`src/rtl/cg_pkg.sv`:
```
package cg_pkg;
  localparam int unsigned NUM_CODES = 8;
  localparam int unsigned CODE_W    = $clog2(NUM_CODES);
  localparam int unsigned WORD_W    = 32;
  localparam int unsigned NUM_DOM   = 2;

  // control word field positions
  localparam int unsigned INT_LSB = 0;
  localparam int unsigned EXT_LSB = 8;
  localparam int unsigned MBZ_LSB = 16;
  localparam int unsigned MBZ_W   = 2;
  localparam int unsigned EN_BIT  = 18;

  localparam logic [WORD_W-1:0] KEEP_MASK = 32'h0004_FFFF;

  typedef logic [CODE_W-1:0]    code_t;
  typedef logic [NUM_CODES-1:0] mask_t;

  typedef struct packed {
    logic  en;
    mask_t ext_mask;
    mask_t int_mask;
  } ctrl_t;
endpackage

```
`src/rtl/cg_cfg_reg.sv`:
```
module cg_cfg_reg
  import cg_pkg::*;
(
  input  logic              clk,
  input  logic              rst_n,
  input  logic              wr_en,
  input  logic [WORD_W-1:0] wr_data,
  output logic [WORD_W-1:0] rd_data,
  output ctrl_t             ctrl
);
  ctrl_t ctrl_q, ctrl_d;
  logic  wr_ok;

  assign wr_ok = wr_en && (wr_data[MBZ_LSB +: MBZ_W] == '0);

  always_comb begin
    ctrl_d = ctrl_q;
    if (wr_ok) begin
      ctrl_d.int_mask = wr_data[INT_LSB +: NUM_CODES];
      ctrl_d.ext_mask = wr_data[EXT_LSB +: NUM_CODES];
      ctrl_d.en       = wr_data[EN_BIT];
    end
  end

  always_ff @(posedge clk) begin
    if (!rst_n) ctrl_q <= '0;
    else        ctrl_q <= ctrl_d;
  end

  always_comb begin
    rd_data                        = '0;
    rd_data[INT_LSB +: NUM_CODES]  = ctrl_q.int_mask;
    rd_data[EXT_LSB +: NUM_CODES]  = ctrl_q.ext_mask;
    rd_data[EN_BIT]                = ctrl_q.en;
  end

  assign ctrl = ctrl_q;


  bad_write_dropped_chk: assert property (@(posedge clk) disable iff (!rst_n)
    (wr_en && wr_data[MBZ_LSB +: MBZ_W] != '0) |=> $stable(rd_data));


  good_write_loaded_chk: assert property (@(posedge clk) disable iff (!rst_n)
    (wr_en && wr_data[MBZ_LSB +: MBZ_W] == '0) |=> (rd_data == ($past(wr_data) & KEEP_MASK)));
endmodule

```
`src/rtl/cg_code_latch.sv`:
```
module cg_code_latch
  import cg_pkg::*;
(
  input  logic  clk,
  input  logic  rst_n,
  input  logic  sg_valid,
  input  code_t sg_code,
  input  logic  link_stop,
  output code_t eff_code,
  output logic  eff_valid
);
  code_t last_q;
  logic  last_vld_q;
  code_t ep_q;
  logic  ep_vld_q;
  logic  stop_q;
  logic  stop_rise;

  assign stop_rise = link_stop && !stop_q;

  always_ff @(posedge clk) begin
    if (!rst_n) begin
      last_q     <= '0;
      last_vld_q <= 1'b0;
    end else if (sg_valid) begin
      last_q     <= sg_code;
      last_vld_q <= 1'b1;
    end
  end

  always_ff @(posedge clk) begin
    if (!rst_n) begin
      stop_q   <= 1'b0;
      ep_q     <= '0;
      ep_vld_q <= 1'b0;
    end else begin
      stop_q <= link_stop;
      if (stop_rise) begin
        ep_q     <= last_q;
        ep_vld_q <= last_vld_q;
      end
    end
  end

  // on the first stop cycle the frozen copy is not loaded yet
  assign eff_code  = stop_rise ? last_q     : ep_q;
  assign eff_valid = stop_rise ? last_vld_q : ep_vld_q;


  episode_code_frozen_chk: assert property (@(posedge clk) disable iff (!rst_n)
    (link_stop && stop_q) |=> ($stable(ep_q) && $stable(ep_vld_q)));


  code_held_chk: assert property (@(posedge clk) disable iff (!rst_n)
    !sg_valid |=> $stable(last_q));
endmodule

```
`src/rtl/cg_gate_gen.sv`:
```
module cg_gate_gen
  import cg_pkg::*;
(
  input  logic                      clk,
  input  logic                      rst_n,
  input  ctrl_t                     ctrl,
  input  logic                      link_stop,
  input  code_t                     eff_code,
  input  logic                      eff_valid,
  output logic [NUM_DOM-1:0]        req
);
  mask_t [NUM_DOM-1:0] masks;
  logic                arm;

  assign masks[0] = ctrl.int_mask;
  assign masks[1] = ctrl.ext_mask;
  assign arm      = link_stop && ctrl.en && eff_valid;

  for (genvar d = 0; d < NUM_DOM; d++) begin : g_dom
    logic req_q;
    always_ff @(posedge clk) begin
      if (!rst_n) req_q <= 1'b0;
      else        req_q <= arm && masks[d][eff_code];
    end
    assign req[d] = req_q;
  end


  disabled_no_req_chk: assert property (@(posedge clk) disable iff (!rst_n)
    !ctrl.en |=> (req == '0));


  released_no_req_chk: assert property (@(posedge clk) disable iff (!rst_n)
    !link_stop |=> (req == '0));


  no_code_no_req_chk: assert property (@(posedge clk) disable iff (!rst_n)
    (link_stop && !eff_valid) |=> (req == '0));
endmodule

```
`src/rtl/cg_stopgrant_gate.sv`:
```
module cg_stopgrant_gate
  import cg_pkg::*;
(
  input  logic        clk,
  input  logic        rst_n,
  input  logic        cfg_wr_en,
  input  logic [31:0] cfg_wr_data,
  output logic [31:0] cfg_rd_data,
  input  logic        sg_valid,
  input  logic [2:0]  sg_code,
  input  logic        link_stop,
  output logic        int_gate_req,
  output logic        ext_gate_req
);
  ctrl_t               ctrl;
  code_t               eff_code;
  logic                eff_valid;
  logic [NUM_DOM-1:0]  req;

  cg_cfg_reg u_cfg (
    .clk     (clk),
    .rst_n   (rst_n),
    .wr_en   (cfg_wr_en),
    .wr_data (cfg_wr_data),
    .rd_data (cfg_rd_data),
    .ctrl    (ctrl)
  );

  cg_code_latch u_latch (
    .clk       (clk),
    .rst_n     (rst_n),
    .sg_valid  (sg_valid),
    .sg_code   (sg_code),
    .link_stop (link_stop),
    .eff_code  (eff_code),
    .eff_valid (eff_valid)
  );

  cg_gate_gen u_gate (
    .clk       (clk),
    .rst_n     (rst_n),
    .ctrl      (ctrl),
    .link_stop (link_stop),
    .eff_code  (eff_code),
    .eff_valid (eff_valid),
    .req       (req)
  );

  assign int_gate_req = req[0];
  assign ext_gate_req = req[1];


  reset_idle_chk: assert property (@(posedge clk)
    !rst_n |=> (cfg_rd_data == '0 && !int_gate_req && !ext_gate_req));
endmodule

```
`config.mk`:
```
export PLATFORM = sky130hd
export DESIGN_NAME = cg_stopgrant_gate
export DESIGN_NICKNAME = d
export VERILOG_FILES = /design/src/rtl/cg_pkg.sv /design/src/rtl/cg_cfg_reg.sv /design/src/rtl/cg_code_latch.sv /design/src/rtl/cg_gate_gen.sv /design/src/rtl/cg_stopgrant_gate.sv
export SDC_FILE = /design/constraint.sdc
export NUM_CORES = 1
export LEC_CHECK = 0
export ABC_AREA = 0
export BUFFER_PORTS_ARGS = -buffer_cell sky130_fd_sc_hd__buf_4
export CORE_MARGIN = 3
export CORE_UTILIZATION = 40
export DETAILED_ROUTE_END_ITERATION = 12
export PLACE_DENSITY = 0.84
export SLEW_MARGIN = 15
export SYNTH_ARGS = -nofsm -noshare
export SYNTH_HDL_FRONTEND = slang
export SYNTH_SLANG_ARGS = --single-unit
```
`constraint.sdc`:
```
create_clock -name clk -period 3.2 [get_ports clk]
set_input_delay 0.48 -clock clk [delete_from_list [all_inputs] [get_ports clk]]
set_output_delay 0.48 -clock clk [all_outputs]
set_load 0.05 [all_outputs]
```
Word level (Yosys, flattened, before mapping)
Cells that the tools add are included.

word-level totals
  bits in registers = 28
  input bits = 40
  logic and storage cells = 25

cells by class
  order comparisons = 1
  muxes and demuxes = 6
  reduce and logical (&&, ||, !) cells = 8

operator list
  operator            count
  $bmux 1 s3          2
  $logic_and 1x1->1   6
  $lt 3x4->1 const B  1
  $mux 1              3
  $mux 3              1
  $logic_not 2->1     1
  $logic_not 1->1     1

Longest topological paths before layout
Gate-level depths: netlist (run 1).

  depth in word-level cells = 6
  mapped depth = 6

Cells and area by module
A second synthesis (run 1) with hierarchy kept.

second synthesis, totals
  cell total of the unflattened synthesis = 158
  area total of the unflattened synthesis = 1,556.5 um2

by module, submodules not included
  module         times used  cells each  area an instance (um2)  sequential area each (um2)
  cg_cfg_reg     1           108         945.9                   340.3
  cg_code_latch  1           37          416.6                   180.2
  cg_gate_gen    1           13          193.9                   40.0

Least setup slack after synthesis (run 1)
OpenSTA, ideal clock, no wires.

  path type = in2reg
  start point = in link_stop
  end point = reg u_gate.g_dom[0].req_q
  arrival = 1,597 ps
  data required time = 3,097 ps
  path slack = 1,499 ps
  cell stages on the path = 5
  buffers on the path = 0
  path through = nand2b_4 -> mux2i_4 -> mux2i_1 -> a22o_1 -> a2111oi_2

on the way
  cells in the longest elaborated chain, start to end = 5
  elaborated cells on any way between the ends = 8
  classes of those cells = 4 x mux; 4 x reduce/logical

RTL lines
  what                          line                     RTL
  start, declared               cg_stopgrant_gate.sv:11  input logic link_stop,
  $logic_and 1x1->1             cg_code_latch.sv:19      assign stop_rise = link_stop && !stop_q;
  $mux 3                        cg_code_latch.sv:46      assign eff_code = stop_rise ? last_q : ep_q;
  $bmux 1 s3                    cg_gate_gen.sv:23        else req_q <= arm && masks[d][eff_code];
  $mux 1 (not written as such)  cg_gate_gen.sv:23
  $logic_and 1x1->1 *           cg_gate_gen.sv:23
  end signal, assigned          cg_gate_gen.sv:23
  end, declared                 cg_gate_gen.sv:20        logic req_q;

Every way passes the cells marked *; elsewhere a longest branch is shown, timed or not. The select of a mux whose other input is x is not followed.
A chain may end at the register's enable or synchronous reset.

Worst setup path after layout (run 1)
  start point = reg u_latch.stop_q
  end point = reg u_gate.g_dom[0].req_q

on the way
  cells in the longest elaborated chain, start to end = 6
  elaborated cells on any way between the ends = 8
  classes of those cells = 4 x mux; 4 x reduce/logical

RTL lines
  what                          line                 RTL
  start, declared               cg_code_latch.sv:16  logic stop_q;
  start signal, assigned        cg_code_latch.sv:37  stop_q <= link_stop;
  $logic_not 1->1 *             cg_code_latch.sv:19
  $logic_and 1x1->1 *           cg_code_latch.sv:19
  $mux 3                        cg_code_latch.sv:46
  $bmux 1 s3                    cg_gate_gen.sv:23
  $mux 1 (not written as such)  cg_gate_gen.sv:23
  $logic_and 1x1->1 *           cg_gate_gen.sv:23

Marked as above.

==> results.py, run 1 <==
metrics = {
    "logic_synthesis": {
        "ys_types": 29,
        "synthCells": 149,
        "synth_top_family_by_area": "simple AND/OR/NAND/NOR gates",
        "yosysSeqAreaShare_pct": 41.9,
        "synth_compound_area_share_pct": 15.9,
        "synthSimpleGateAreaFrac_pct": 19.2,
        "syn_area_mm2": 0.00134,
        "yosys.area.top_type": "dfxtp_1",
        "synth_fa_ha_area_share_pct": 0,
        "ys_warn_count": 0,
        "syn_avg_cell_area_um2": 8.98,
        "synthFlopType": "dfxtp_1",
        "yosys.area_share.xor_xnor_pct": 0,
        "synth_top_area_share_pct": 41.9,
        "async_flop_share_pct": 0,
        "muxShareOfSynthArea_pct": 12.3,
        "synth-seq-cells": 28,
        "yosysMostFrequentCell": "nand2_1",
        "synthTopCellsByCount": "37 x nand2_1, 28 x dfxtp_1, 17 x a21boi_0",
        "synth_edf_count": 0,
        "yosys-top-cells-area": "dfxtp_1 42%, nand2_1 10%, a21boi_0 9.5%, mux2i_1 9.0%, buf_4 8.4%",
    },
    "cells_and_area": {
        "instances_no_fill": 235,
        "drive_above_1_share_pct": 28.3,
        "nets": 232,
        "diodes": 0,
        "synthToLayoutAreaGrowth_pct": 27.1,
    },
    "clocking": {
        "root_buffer": "clkbuf_4",
        "cts_buffers": 3,
        "h-tree-depth": 1,
        "clk_latency_ns": 0.34,
        "hold_buffers": 0,
        "clk_path_buf_depth": 2,
        "cts_setup_buffers": 0,
        "cts-resized-gates": 0,
        "clk_pin_slew_ns": 0.15,
        "cts_tree": "done",
        "cts.sinks": 28,
    },
    "route": {
        "viasPerCell": 4.50,
        "drtIter0Drc": 17,
        "avgRoutedWirePerCell_um": 11.4,
        "drc": 0,
        "final_antenna_net_count": 0,
        "first_pass_iters": 4,
        "num_vias": 1058,
        "finalWirelength_um": 2670,
    },
    "power": {
        "power_frac_seq_pct": 49.2,
        "clkPwrFrac_pct": 31.0,
        "p_int_uw": 541,
        "p_total_uw": 757,
        "p_comb_share_pct": 19.8,
        "p_sw_share_pct": 28.4,
        "leakagePower_nw": 0.777,
        "vdd_drop_max_uv": 203,
        "p_sw_uw": 215,
        "powerDensity_mw_per_mm2": 445,
    },
    "die": {
        "die_h_um": 63.8,
        "core-area_mm2": 0.00313,
        "dieArea_mm2": 0.00407,
        "ios": 74,
        "initial_utilization_pct": 42.8,
        "num_rows": 20,
        "chipWidth_um": 63.8,
    },
    "timing": {
        "rsz0062_at_grt": "false",
        "slew_headroom_pct": 61.6,
        "fin_worst_skew_ns": 0.00843,
        "maxSlewViolCount": 0,
        "setup_viol": 0,
        "max_freq_mhz": 537,
        "period_needed_ns": 1.86,
        "worst_pin_slew_ns": 0.576,
        "finalHoldViolCount": 0,
        "tns_ns": 0,
        "period_share_pct": 58.2,
        "layout_setup_ws_ns": 1.34,
    },
    "placed_design": {
        "place_congestion": 0.760,
        "dp_cells": 231,
        "dpl_worst_slack_ns": 1.11,
        "dp_hpwl_um": 2060,
        "portBuffers": 45,
    },
    "setup_path": {
        "start_kind": "register",
        "rr_worst_depth": 5,
        "worstPathRequired_ns": 3.45,
        "critPathCaptureType": "register",
        "worstPathMaxFanout": 12,
        "path_class": "register to register",
        "arrival_ns": 2.11,
    },
    "grt": {
        "grt-ovfl-total": 0,
        "grt.total_usage_pct": 13.3,
        "grt_pass1_wl_um": 4330,
        "antenna_found_initial": 0,
        "grt_pass1_vias": 985,
        "grt_max_degree": 27,
    },
    "run": {
        "maxCapViolCount": 0,
    },
    "hold_path": {
        "hold_class": "primary input to register",
        "worstHoldPathCells": 3,
    },
    "status": {
        "status": "finished clean",
    },
}
-- worst max-delay path: stages (launching register included) --
cell       delay (ns)
dfxtp_1          0.36
nand2b_4         0.22
mux2i_4          0.46
mux2i_1          0.13
a22o_1           0.25
a2111oi_2        0.35
-- through the flow --
stage,util (%),hold WS [ns],cell area [um^2]
floorplan,-,0.445,1390
global placement,52.7,0.463,1650
detailed placement,52.7,0.477,1650
CTS,54.4,0.367,1700
global route,54.4,0.379,1700
finish,54.4,0.366,1700
-- layout by cell type (no fill, tap or decap), drive strengths merged, types with 2 or more instances in the layout --
master	instances
mux2	2
nand2	37
nand2b	2
a21boi	17
clkbuf	3
o21ai	2
and2	2
nor2	2
buf	45
dfxtp	28
nor2b	6
mux2i	13
conb	15
and2b	2
nand3	2
-- power groups by stage --
stage / combinational [mW] / clock [mW] / sequential, mW
after floorplan: 0.0972 / 0 / 0.402
after detailed placement: 0.150 / 0 / 0.380
after CTS: 0.151 / 0.237 / 0.373
final: 0.150 / 0.234 / 0.372
after global routing: 0.160 / 0.249 / 0.375
after global placement: 0.149 / 0 / 0.380
-- cell type report --
type,count,area (um^2)
Fill cell,282,1430
Multi-Input combinational cell,113,691
Sequential cell,28,561
Tap cell,44,55.1
Clock buffer,3,22.5
Timing Repair Buffer,45,338
Inverter,1,3.75
Clock inverter,1,30.0
-- registers in the layout, summed over array words and instances (netlist names) --
| name | flops |
|---|---|
| u_latch.ep_vld_q | 1 |
| u_cfg.ctrl | 17 |
| u_latch.last_vld_q | 1 |
| u_latch.ep_q | 3 |
| u_gate.g_dom.req_q | 2 |
| u_latch.stop_q | 1 |
| u_latch.last_q | 3 |
-- worst paths after layout --
kind / slack [ns] / startpoint / end
max: 1.34 / u_latch.stop_q / u_gate.g_dom[0].req_q
min: 0.37 / cfg_wr_data[11] / u_cfg.ctrl[11]
max reg2reg: 1.34 / u_latch.stop_q / u_gate.g_dom[0].req_q
min reg2reg: 0.49 / u_cfg.ctrl[13] / u_cfg.ctrl[13]
-- per-layer routing --
metal / vias up / global-route usage (%) / routed length [um]
met5: - / 0 / 0
met4: 0 / 5.66 / 43
met3: 6 / 4.39 / 204
met2: 34 / 22.8 / 1280
met1: 465 / 14.9 / 1140
li1: 553 / - / -
-- cells by family (layout without fill, tap and decap cells) --
kind of cell,after synthesis,in the layout
and+or+nand+nor,55,55
AOI/OAI and AO/OA,28,28
DFF,28,28
buffers and inverters,22,50
muxes,15,15
other,1,15
No activity file was read; power rests on OpenSTA's default activity.
==> run 2: changes to the inputs <==
==> constraint.sdc (replaced) <==
create_clock -name clk -period 1.77 [get_ports clk]
set_input_delay 0.2655 -clock clk [delete_from_list [all_inputs] [get_ports clk]]
set_output_delay 0.2655 -clock clk [all_outputs]
set_load 0.05 [all_outputs]
==> run 2 against run 1 <==
  * Utilization grew 0.44 points
  * Cell count rose by 1.7%
  * Sequential share of layout area decreased by 0.26 points
  * First-iteration DRC count fell by 47%
  * Worst hold slack worse by 0.18 ns
  * Clock-buffer cell count increased by 1
  * Sequential power rose by 81%
  * Clock power increased by 30%
  * Die area did not move
  * Combinational power rose by 87%
  * Critical path type unchanged
==> results.py, run 2 (synthesis gave the netlist of run 1 again) <==
metrics = {
    "run": {
        "maxCapViolCount": 0,
    },
    "clocking": {
        "clk_pin_slew_ns": 0.14,
        "root_buffer": "clkbuf_4",
        "cts_buffers": 3,
        "cts-resized-gates": 0,
        "cts.sinks": 28,
        "cts_tree": "done",
        "hold_buffers": 0,
        "h-tree-depth": 1,
        "clk_path_buf_depth": 2,
        "clk_latency_ns": 0.32,
    },
    "setup_path": {
        "path_cells": "nand2b_4 -> mux2i_4 -> buf_4 -> mux2_2 -> o211a_1",
        "path_buf_inv": 1,
        "critPathCaptureType": "register",
        "arrival_ns": 1.90,
        "worstPathMaxFanout": 6,
        "start_kind": "register",
        "r2r_setup_slack_ns": 0.1,
        "r2r_start": "u_latch.stop_q",
        "path_class": "register to register",
        "slowest_delay_ns": 0.37,
        "worstPathRequired_ns": 2.00,
        "rr_worst_depth": 5,
        "r2r-end": "u_gate.g_dom[1].req_q",
        "path_delay_family": "multiplexers",
        "critPathSlowestCell": "dfxtp_1",
    },
    "placed_design": {
        "dp_hpwl_um": 2160,
        "dpl_worst_slack_ns": 0.103,
        "place_area_mm2": 0.00167,
        "place_congestion": 0.762,
        "portBuffers": 45,
    },
    "route": {
        "drc": 0,
        "avgRoutedWirePerCell_um": 11.8,
        "first_pass_iters": 4,
        "drtIter0Drc": 9,
        "viasPerCell": 4.60,
        "num_vias": 1099,
        "finalWirelength_um": 2820,
        "final_antenna_net_count": 0,
    },
    "hold_path": {
        "hold_class": "primary input to register",
        "worstHoldPathCells": 3,
        "hold_start": "cfg_wr_data[4]",
        "hold_end": "u_cfg.ctrl[4]",
    },
    "grt": {
        "grt_pass1_vias": 1037,
        "grt_pass1_wl_um": 4550,
        "grt.total_usage_pct": 13.7,
        "antenna_found_initial": 0,
        "grt-ovfl-total": 0,
        "grt_max_degree": 27,
    },
    "die": {
        "die_h_um": 63.8,
        "dieArea_mm2": 0.00407,
        "core-area_mm2": 0.00313,
        "num_rows": 20,
        "ios": 74,
        "chipWidth_um": 63.8,
        "initial_utilization_pct": 42.8,
    },
    "status": {
        "status": "finished clean",
    },
    "timing": {
        "slew_headroom_pct": 63.0,
        "worst_pin_slew_ns": 0.553,
        "max_freq_mhz": 597,
        "layout_setup_ws_ns": 0.0953,
        "period_needed_ns": 1.67,
        "finalHoldViolCount": 0,
        "setup_viol": 0,
        "maxSlewViolCount": 0,
        "period_share_pct": 94.6,
        "fin_worst_skew_ns": 0.00487,
    },
    "cells_and_area": {
        "drive_above_1_share_pct": 29.7,
        "largest_register_ff_count": 17,
        "diodes": 0,
        "synthToLayoutAreaGrowth_pct": 28.2,
        "layout.cells.most_common": "buf_4",
        "layout_common_cells": "49 x buf_4, 37 x nand2_1, 28 x dfxtp_1, 17 x a21boi_0, 15 x conb_1",
        "nets": 236,
        "final_area_mm2": 0.00171,
    },
    "power": {
        "p_total_mw": 1.26,
        "vdd_drop_max_uv": 377,
        "leakagePower_nw": 0.788,
        "powerDensity_mw_per_mm2": 734,
    },
}
[run 2: changes by cell type in the layout (fill, tap and decap cells not counted)]
cell and change:
buf_4 +4, bufinv_16 -1, clkbuf_8 +1
[run 2: worst max path at each step]
| stage | endpoint | depth (start not counted) | startpoint |
|---|---|---|---|
| 2_1_floorplan | u_gate.g_dom[0].req_q | 5 | u_latch.stop_q |
| 3_3_place_gp | u_gate.g_dom[1].req_q | 6 | link_stop |
| 3_5_place_dp | u_gate.g_dom[0].req_q | 6 | link_stop |
| 4_1_cts | u_gate.g_dom[1].req_q | 5 | u_latch.stop_q |
| 5_1_grt | u_gate.g_dom[1].req_q | 5 | u_latch.stop_q |
| 6_report | u_gate.g_dom[1].req_q | 5 | u_latch.stop_q |
[run 2: worst register-to-register path: stages, from the launching register on]
cell      delay, ns
dfxtp_1        0.37
nand2b_4       0.15
mux2i_4        0.31
buf_4          0.21
mux2_2         0.34
o211a_1        0.21
[run 2: layer usage]
| layer | up-vias | track usage (%) | wire [um] | part of all wire (%) |
|---|---|---|---|---|
| met4 | 0 | 4.04 | 34 | 1.2 |
| met3 | 4 | 2.99 | 162 | 5.7 |
| met2 | 35 | 24.1 | 1380 | 49 |
| li1 | 565 | - | - | - |
| met1 | 495 | 16.5 | 1240 | 44 |
| met5 | - | 0 | 0 | 0 |
[run 2: final cells by class]
type                       instances  area, um^2
clock buffer                       4        36.3
fill                             299        1410
inverter                           1        3.75
multi-input combinational        113         691
sequential                        28         561
tap                               44        55.1
timing repair buffer              49         368
[run 2: stage by stage]
step	hold WS, ns	cells	utilization [%]	TNS, ns
floorplan	0.389	163	-	0
global placement	0.462	234	53.4	0
detailed placement	0.474	234	53.4	0
CTS	0.165	238	54.6	0
global route	0.167	239	54.8	-0.00172
finish	0.183	239	54.8	0
[run 2: timing repair]
| item | 4_1_cts | 5_1_grt |
|---|---|---|
| endpoints found under the hold margin | 0 | 0 |
| endpoints found under the setup margin | 0 | 1 |
| setup buffers | 0 | 1 |
[run 2: power by group]
group          leakage, nW  switching [mW]  internal [mW]  total (mW)
Combinational        0.539           0.179          0.101       0.280
Sequential           0.228          0.0203          0.654       0.674
Clock               0.0210           0.178          0.126       0.304
Total                0.788           0.377          0.880        1.26
